==> src/rtl/csel_pkg.sv <==
`timescale 1ns/1ps
package csel_pkg;

  localparam int unsigned NUM_CLASSES = 5;

  typedef enum logic [2:0] {
    ACC_CPU   = 3'd0,
    ACC_SCODE = 3'd1,
    ACC_SDATA = 3'd2,
    ACC_UCODE = 3'd3,
    ACC_UDATA = 3'd4
  } acc_kind_e;

  typedef struct packed {
    logic       bstw;
    logic       bstr;
    logic       bem;
    logic [1:0] ps;
    logic       aa;
    logic [3:0] ws;
  } chan_attr_t;

  localparam int unsigned ATTR_W = $bits(chan_attr_t);

endpackage

==> src/rtl/csel_chan_regs.sv <==
`timescale 1ns/1ps
module csel_chan_regs
  import csel_pkg::*;
#(
  parameter bit          IS_BOOT = 1'b0,
  parameter int unsigned CMP_W   = 16,
  parameter int unsigned DATA_W  = 32
) (
  input  logic              clk,
  input  logic              rst_n,
  input  logic [1:0]        boot_ps,
  input  logic              wr_base,
  input  logic              wr_mask,
  input  logic              wr_ctrl,
  input  logic [DATA_W-1:0] wdata,
  output logic [CMP_W-1:0]  base_o,
  output logic [CMP_W-1:0]  amask_o,
  output logic [NUM_CLASSES-1:0] tmask_o,
  output logic              amode_o,
  output logic              valid_o,
  output chan_attr_t        attr_o,
  output logic [DATA_W-1:0] rd_base,
  output logic [DATA_W-1:0] rd_mask,
  output logic [DATA_W-1:0] rd_ctrl
);

  localparam int unsigned LOW_W = DATA_W - CMP_W;
  localparam int unsigned PAD_W = LOW_W - 9;

  logic [CMP_W-1:0]       base_q,  base_d;
  logic [CMP_W-1:0]       amask_q, amask_d;
  logic [NUM_CLASSES-1:0] tmask_q, tmask_d;
  logic                   amode_q, amode_d;
  logic                   valid_q, valid_d;
  chan_attr_t             ctrl_d;
  chan_attr_t             ctrl_eff;
  logic                   unused_wdata;

  assign unused_wdata = ^wdata;

  // next-state values for the programmable fields
  always_comb begin
    base_d  = wdata[DATA_W-1 -: CMP_W];
    amask_d = wdata[DATA_W-1 -: CMP_W];
    amode_d = wdata[8];
    tmask_d = wdata[5:1];
    valid_d = wdata[0];
    ctrl_d  = chan_attr_t'(wdata[ATTR_W-1:0]);
  end

  // window and class fields: no reset, loaded by explicit enable
  always_ff @(posedge clk) begin
    if (wr_base) base_q <= base_d;
  end

  always_ff @(posedge clk) begin
    if (wr_mask) begin
      amask_q <= amask_d;
      amode_q <= amode_d;
      tmask_q <= tmask_d;
    end
  end

  always_ff @(posedge clk or negedge rst_n) begin
    if (!rst_n)       valid_q <= 1'b0;
    else if (wr_mask) valid_q <= valid_d;
  end

  generate
    if (IS_BOOT) begin : g_boot
      chan_attr_t ctrl_q;
      logic       strap_pend_q;

      always_ff @(posedge clk or negedge rst_n) begin
        if (!rst_n) begin
          ctrl_q       <= '{bstw: 1'b0, bstr: 1'b0, bem: 1'b0, ps: 2'b00,
                            aa: 1'b1, ws: 4'hF};
          strap_pend_q <= 1'b1;
        end else if (wr_ctrl) begin
          ctrl_q       <= ctrl_d;
          strap_pend_q <= 1'b0;
        end else if (strap_pend_q) begin
          ctrl_q.ps    <= boot_ps;
          strap_pend_q <= 1'b0;
        end
      end

      always_comb begin
        ctrl_eff = ctrl_q;
        if (strap_pend_q) ctrl_eff.ps = boot_ps;
      end


      boot_reset_attr_chk: assert property (@(posedge clk) disable iff (!rst_n)
        !$past(rst_n) |-> (attr_o.ws == 4'hF && attr_o.aa && attr_o.ps == boot_ps));
    end else begin : g_prog
      chan_attr_t ctrl_q;
      logic       unused_strap;

      assign unused_strap = ^boot_ps;

      always_ff @(posedge clk) begin
        if (wr_ctrl) ctrl_q <= ctrl_d;
      end

      assign ctrl_eff = ctrl_q;
    end
  endgenerate

  assign base_o  = base_q;
  assign amask_o = amask_q;
  assign tmask_o = tmask_q;
  assign amode_o = amode_q;
  assign valid_o = valid_q;
  assign attr_o  = ctrl_eff;

  assign rd_base = {base_q, {LOW_W{1'b0}}};
  assign rd_mask = {amask_q, {PAD_W{1'b0}}, amode_q, 2'b00, tmask_q, valid_q};
  assign rd_ctrl = {{(DATA_W-ATTR_W){1'b0}}, ctrl_eff};

endmodule

==> src/rtl/csel_match.sv <==
`timescale 1ns/1ps
module csel_match
  import csel_pkg::*;
#(
  parameter int unsigned CMP_W = 16
) (
  input  logic [CMP_W-1:0]       addr_hi,
  input  logic [2:0]             acc_type,
  input  logic                   acc_dma,
  input  logic [CMP_W-1:0]       base,
  input  logic [CMP_W-1:0]       amask,
  input  logic [NUM_CLASSES-1:0] tmask,
  input  logic                   amode,
  input  logic                   valid,
  input  logic                   global_sel,
  output logic                   hit
);

  logic window_ok;
  logic class_blocked;
  logic dma_bypass;

  assign window_ok  = (((addr_hi ^ base) & ~amask) == '0);
  assign dma_bypass = acc_dma & ~amode;

  always_comb begin
    unique case (acc_type)
      ACC_CPU:   class_blocked = tmask[0];
      ACC_SCODE: class_blocked = tmask[1] & ~dma_bypass;
      ACC_SDATA: class_blocked = tmask[2] & ~dma_bypass;
      ACC_UCODE: class_blocked = tmask[3] & ~dma_bypass;
      ACC_UDATA: class_blocked = tmask[4] & ~dma_bypass;
      default:   class_blocked = 1'b1;
    endcase
  end

  assign hit = global_sel | (valid & window_ok & ~class_blocked);

endmodule

==> src/rtl/csel_select.sv <==
`timescale 1ns/1ps
module csel_select
  import csel_pkg::*;
#(
  parameter int unsigned NUM_CH = 7
) (
  input  logic                    clk,
  input  logic                    rst_n,
  input  logic [NUM_CH-1:0]       hit,
  input  chan_attr_t [NUM_CH-1:0] attrs,
  output logic [NUM_CH-1:0]       cs_n,
  output chan_attr_t              attr_q
);

  logic [NUM_CH-1:0] cs_n_d, cs_n_q;
  chan_attr_t        attr_d, attr_r;

  // lowest index wins: scan high to low, last hit overrides
  always_comb begin
    cs_n_d = '1;
    attr_d = '0;
    for (int c = NUM_CH - 1; c >= 0; c--) begin
      if (hit[c]) begin
        cs_n_d    = '1;
        cs_n_d[c] = 1'b0;
        attr_d    = attrs[c];
      end
    end
  end

  always_ff @(posedge clk or negedge rst_n) begin
    if (!rst_n) begin
      cs_n_q <= '1;
      attr_r <= '0;
    end else begin
      cs_n_q <= cs_n_d;
      attr_r <= attr_d;
    end
  end

  assign cs_n   = cs_n_q;
  assign attr_q = attr_r;


  onehot_sel_chk: assert property (@(posedge clk) disable iff (!rst_n)
    $onehot0(~cs_n_q));


  idle_attr_chk: assert property (@(posedge clk) disable iff (!rst_n)
    (&cs_n_q) |-> (attr_r == '0));

endmodule

==> src/rtl/csel_decoder.sv <==
`timescale 1ns/1ps
module csel_decoder
  import csel_pkg::*;
#(
  parameter int unsigned NUM_CH    = 7,
  parameter int unsigned ADDR_W    = 32,
  parameter int unsigned CMP_W     = 16,
  parameter int unsigned DATA_W    = 32,
  parameter int unsigned REG_AW    = 8,
  parameter int unsigned MAP_ORG   = 'h80,
  parameter int unsigned MAP_STEP  = 12
) (
  input  logic              clk,
  input  logic              rst_n,
  input  logic [1:0]        boot_ps,
  input  logic              reg_we,
  input  logic [REG_AW-1:0] reg_addr,
  input  logic [DATA_W-1:0] reg_wdata,
  output logic [DATA_W-1:0] reg_rdata,
  input  logic [ADDR_W-1:0] acc_addr,
  input  logic [2:0]        acc_type,
  input  logic              acc_dma,
  output logic [NUM_CH-1:0] cs_n,
  output logic [3:0]        sel_ws,
  output logic              sel_aa,
  output logic [1:0]        sel_ps,
  output logic              sel_bem,
  output logic              sel_bstr,
  output logic              sel_bstw
);

  localparam int unsigned MASK_OFS = 4;
  localparam int unsigned CTRL_OFS = 10;

  logic [CMP_W-1:0]        addr_hi;
  logic [NUM_CH-1:0]       hit_vec;
  logic [NUM_CH-1:0]       valid_vec;
  chan_attr_t [NUM_CH-1:0] attr_vec;
  logic [DATA_W-1:0]       rd_part [NUM_CH];
  chan_attr_t              attr_out;
  logic                    unused_addr;

  assign addr_hi     = acc_addr[ADDR_W-1 -: CMP_W];
  assign unused_addr = ^acc_addr[ADDR_W-CMP_W-1:0];

  generate
    for (genvar c = 0; c < NUM_CH; c++) begin : g_ch
      localparam int unsigned BOFS = MAP_ORG + c * MAP_STEP;
      localparam int unsigned MOFS = BOFS + MASK_OFS;
      localparam int unsigned COFS = BOFS + CTRL_OFS;

      logic                   at_base, at_mask, at_ctrl;
      logic [CMP_W-1:0]       base_w, amask_w;
      logic [NUM_CLASSES-1:0] tmask_w;
      logic                   amode_w;
      logic [DATA_W-1:0]      rb_base, rb_mask, rb_ctrl;

      assign at_base = (reg_addr == REG_AW'(BOFS));
      assign at_mask = (reg_addr == REG_AW'(MOFS));
      assign at_ctrl = (reg_addr == REG_AW'(COFS));

      csel_chan_regs #(
        .IS_BOOT (c == 0),
        .CMP_W   (CMP_W),
        .DATA_W  (DATA_W)
      ) u_regs (
        .clk     (clk),
        .rst_n   (rst_n),
        .boot_ps (boot_ps),
        .wr_base (reg_we & at_base),
        .wr_mask (reg_we & at_mask),
        .wr_ctrl (reg_we & at_ctrl),
        .wdata   (reg_wdata),
        .base_o  (base_w),
        .amask_o (amask_w),
        .tmask_o (tmask_w),
        .amode_o (amode_w),
        .valid_o (valid_vec[c]),
        .attr_o  (attr_vec[c]),
        .rd_base (rb_base),
        .rd_mask (rb_mask),
        .rd_ctrl (rb_ctrl)
      );

      csel_match #(
        .CMP_W (CMP_W)
      ) u_match (
        .addr_hi    (addr_hi),
        .acc_type   (acc_type),
        .acc_dma    (acc_dma),
        .base       (base_w),
        .amask      (amask_w),
        .tmask      (tmask_w),
        .amode      (amode_w),
        .valid      (valid_vec[c]),
        .global_sel ((c == 0) && !valid_vec[c]),
        .hit        (hit_vec[c])
      );

      assign rd_part[c] = ({DATA_W{at_base}} & rb_base)
                        | ({DATA_W{at_mask}} & rb_mask)
                        | ({DATA_W{at_ctrl}} & rb_ctrl);

      if (c == 0) begin : g_boot_chk

        boot_global_chk: assert property (@(posedge clk) disable iff (!rst_n)
          ($past(rst_n) && !$past(valid_vec[c])) |-> !cs_n[c]);
      end else begin : g_valid_chk

        valid_gate_chk: assert property (@(posedge clk) disable iff (!rst_n)
          !$past(valid_vec[c]) |-> cs_n[c]);
      end
    end
  endgenerate

  always_comb begin
    reg_rdata = '0;
    for (int c = 0; c < NUM_CH; c++) reg_rdata = reg_rdata | rd_part[c];
  end

  csel_select #(
    .NUM_CH (NUM_CH)
  ) u_select (
    .clk    (clk),
    .rst_n  (rst_n),
    .hit    (hit_vec),
    .attrs  (attr_vec),
    .cs_n   (cs_n),
    .attr_q (attr_out)
  );

  assign sel_ws   = attr_out.ws;
  assign sel_aa   = attr_out.aa;
  assign sel_ps   = attr_out.ps;
  assign sel_bem  = attr_out.bem;
  assign sel_bstr = attr_out.bstr;
  assign sel_bstw = attr_out.bstw;

endmodule

==> config.mk <==
export PLATFORM = sky130hd
export DESIGN_NAME = csel_decoder
export DESIGN_NICKNAME = d
export VERILOG_FILES = /design/src/rtl/csel_pkg.sv /design/src/rtl/csel_chan_regs.sv /design/src/rtl/csel_match.sv /design/src/rtl/csel_select.sv /design/src/rtl/csel_decoder.sv
export SDC_FILE = /design/constraint.sdc
export NUM_CORES = 1
export LEC_CHECK = 0
export BUFFER_PORTS_ARGS = -buffer_cell sky130_fd_sc_hd__buf_2
export CAP_MARGIN = 20
export CORE_MARGIN = 2
export CORE_UTILIZATION = 40
export CTS_CLUSTER_DIAMETER = 120
export DETAILED_ROUTE_END_ITERATION = 10
export PLACE_DENSITY = 0.68
export SLEW_MARGIN = 20
export SYNTH_ARGS = -nofsm -noshare
export SYNTH_HDL_FRONTEND = slang
export SYNTH_HIERARCHICAL = 1
export SYNTH_SLANG_ARGS = --single-unit
export TNS_END_PERCENT = 50
==> constraint.sdc <==
create_clock -name clk -period 7.86 [get_ports clk]
set_clock_uncertainty 0.15 [all_clocks]
set_input_delay 0.786 -clock clk [delete_from_list [all_inputs] [get_ports clk]]
set_output_delay 0.786 -clock clk [all_outputs]
set_load 0.005 [all_outputs]
==> reports/results.ini <==
[run_status]
status = finished, final reports clean

[die]
start_util_pct = 40.30
dieArea_um2 = 62450
die_width_um = 249.9
row_count = 90
die_y_um = 249.9
ios = 130
core-area_um2 = 60020

[hold_path]
hp-class = in2async

[critical_path]
cp_cell_sequence = buf_4 > buf_4 > nand4bb_1 > nor2_2 > a22oi_1 > nand4_1 > or3_1 > buf_2
worstPathArrival_ns = 4.38
critPathTopFamily = simple AND/OR/NAND/NOR gates
crit_fanout = 32
required_ns = 6.92
reg2reg_from = g_ch[3].u_regs/base_o[5]$_DFFE_PP_
critical_path_class = in2out
cp_slowest_cell = nor2_2
setup.worst_path.start = reg_addr[2]
path_common_cell = buf_4
cp-end-kind = primary output
critPathBufInv = 3
cp_slowest_stage_delay_ns = 1.09
critPathLaunchType = input pin

[layout]
nets = 2007
final.fill_count = 5730
seq_area_um2 = 10680
drive_gt1_share_pct = 16.15
area_growth_pct = -5.013
antenna_cells = 0
multi_input_area_um2 = 9117

[pwr]
power_per_cell_area_nw_per_um2 = 189.8
p_total_mw = 4.362
cellLeakagePower_nw = 8.045
peakVddDrop_v = 0.0001321

[grt]
grt_max_degree = 50
overflow = 0
grt_first_pass_wirelength_mm = 115.9
grt_pass1_vias = 16110
track_usage_pct = 25.59
antenna_found_initial = 4

[detailed_routing]
via_per_inst = 6.020
drc = 0
drtAntennaViolNets = 0
first_iter_violations = 2851
routed_wl_mm = 81.41
routedWlPerCell_um = 29.80
vias = 16450
dr.pass1.iters = 9

[sta]
max_freq_mhz = 188.0
period_share_pct = 67.68
setup_viol = 0
fin_crit_ns = 5.320
relSlewSlack_pct = 24.53
hold_violations = 0
final.setup.tns_ns = 0
rsz0062_at_grt = no
slew_violations = 0
worstMarginPinSlew_ns = 1.126

[synth]
yosys_warnings = 6
yosysUniqueCellTypes = 73
netlist_area_um2 = 24190
netlist_instances = 2200
synth_edf_count = 326
syn_area_per_cell_um2 = 10.99
synthTopCellsByCount = buf_4 (692), edfxtp_1 (326), a22oi_1 (138), xnor2_1 (112), o22ai_1 (102)
synth_top_area_share_pct = 40.47
synth_seq_area_share_pct = 44.16
synthMostInstantiatedCell = buf_4
yosys-top-cells-area = edfxtp_1 (40%), buf_4 (21%), a22oi_1 (4.3%), xnor2_1 (4.1%), o22ai_1 (2.6%)
synth_top_flop_cell = edfxtp_1
yosys_register_bits = 361
yosysTopAreaCell = edfxtp_1
async_reset_ff_share_pct = 9.695

[cts]
path_clk_slew_ns = 0.06
clockBufferDepth = 3
cts-htree-levels = 2
clock_sinks = 361
root_buffer = clkbuf_16
cts_buffers = 39
postCtsSetupBuffers = 0
cts_resized = 0
cts_tree = yes
cts_hold_buf = 0
clk_latency_ns = 0.57

[place]
routabilityCongestion = 0.9885
hpwl_mm = 54.02
port_buffers = 101

[flow_run]
max_cap_viol_count = 0

## cell usage in the layout, fill, tap and decap left out, types with 10 or more instances in the layout
master,instances
conb_1,336
edfxtp_1,326
a22oi_1,138
xnor2_1,112
o22ai_1,102
buf_2,100
buf_4,58
a22o_1,56
o21ai_0,47
nand2_1,44
nor2_1,43
clkbuf_16,39
mux2i_1,38
a222oi_1,36
a21oi_1,33
mux2_2,25
nand3_1,22
dfrtp_1,22
nor3_1,21
a221oi_1,17
and3_1,17
or4_1,16
o211ai_1,15
dfstp_2,13
a32oi_1,12
nor4_1,11
o2bb2ai_1,11
nand2b_1,10
nor2b_1,10
nor2_2,10
inv_1,10
## flip-flops by register name, summed over array words and instances, names as in the netlist
signal	cells
g_ch.u_regs/g_boot.ctrl_q	2
g_ch.u_regs/tmask_o	35
g_ch.u_regs/valid_o	7
u_select/cs_n	7
g_ch.u_regs/amode_o	7
g_ch.u_regs/amask_o	112
g_ch.u_regs/base_o	112
g_ch.u_regs/g_boot.strap_pend_q	1
g_ch.u_regs/attr_o	68
u_select/attr_q	10
## logic make-up (layout without fill, tap and decap cells)
group	after synthesis	in the layout	share of synthesized area (%)
AO/OA/AOI/OAI	548	548	17.27
XOR/XNOR	112	112	4.056
buffers and inverters	811	233	23.85
flip-flops	361	361	44.16
multiplexers	78	78	3.559
other	8	336	0.1242
AND/OR/NAND/NOR	282	282	6.984
## final cells by class
class	instances	area share (%)
clock buffers	46	4.362
well taps	782	4.259
clock inverters	19	0.9639
repair buffers	158	4.074
inverters	10	0.1634
multi-input cells	1356	39.69
flip-flops and latches	361	46.49
## layer usage
layer  up-vias  GRT usage [%]  routed length (um)
met1      7962          33.29               30150
met5         -         0.6950                  35
met2      1395          37.78               34590
met4         6          14.48                5444
met3       350          7.728               11180
li1       6733              -                   -
## power by group
| group | internal, mW | switching, mW |
|---|---|---|
| sequential | 2.11 | 0.00915 |
| clock | 1.07 | 0.756 |
| combinational | 0.132 | 0.285 |
| total | 3.31 | 1.05 |
## through the flow
step	hold slack, ns	util [%]	setup WS [ns]	cells	cell area (um2)
finish	0.2182	38.28	2.540	2732	22970
floorplan	0.3404	-	4.328	2528	25420
detailed placement	0.3738	36.23	2.656	2667	21740
global route	0.2767	38.28	2.619	2732	22970
CTS	0.2276	38.27	2.632	2732	22970
global placement	0.3742	36.22	2.709	2667	21740
## path summary, 6_finish.rpt
kind / to / slack, ns / cells past startpoint
hold reg to reg: u_select/attr_q[4]$_DFF_PN0_ / 0.40 / 1
setup / recovery: reg_rdata[8] / 2.54 / 8
setup reg to reg: u_select/attr_q[8]$_DFF_PN0_ / 4.15 / 7
max in group asynchronous: g_ch[1].u_regs/valid_o$_DFFE_PN0P_ / 6.75 / 1
min in group clk: g_ch[2].u_regs/attr_o[9]$_DFFE_PP_ / 0.37 / 1
hold / removal: u_select/attr_q[6]$_DFF_PN0_ / 0.22 / 1
No activity file was read; power rests on OpenSTA's default activity.
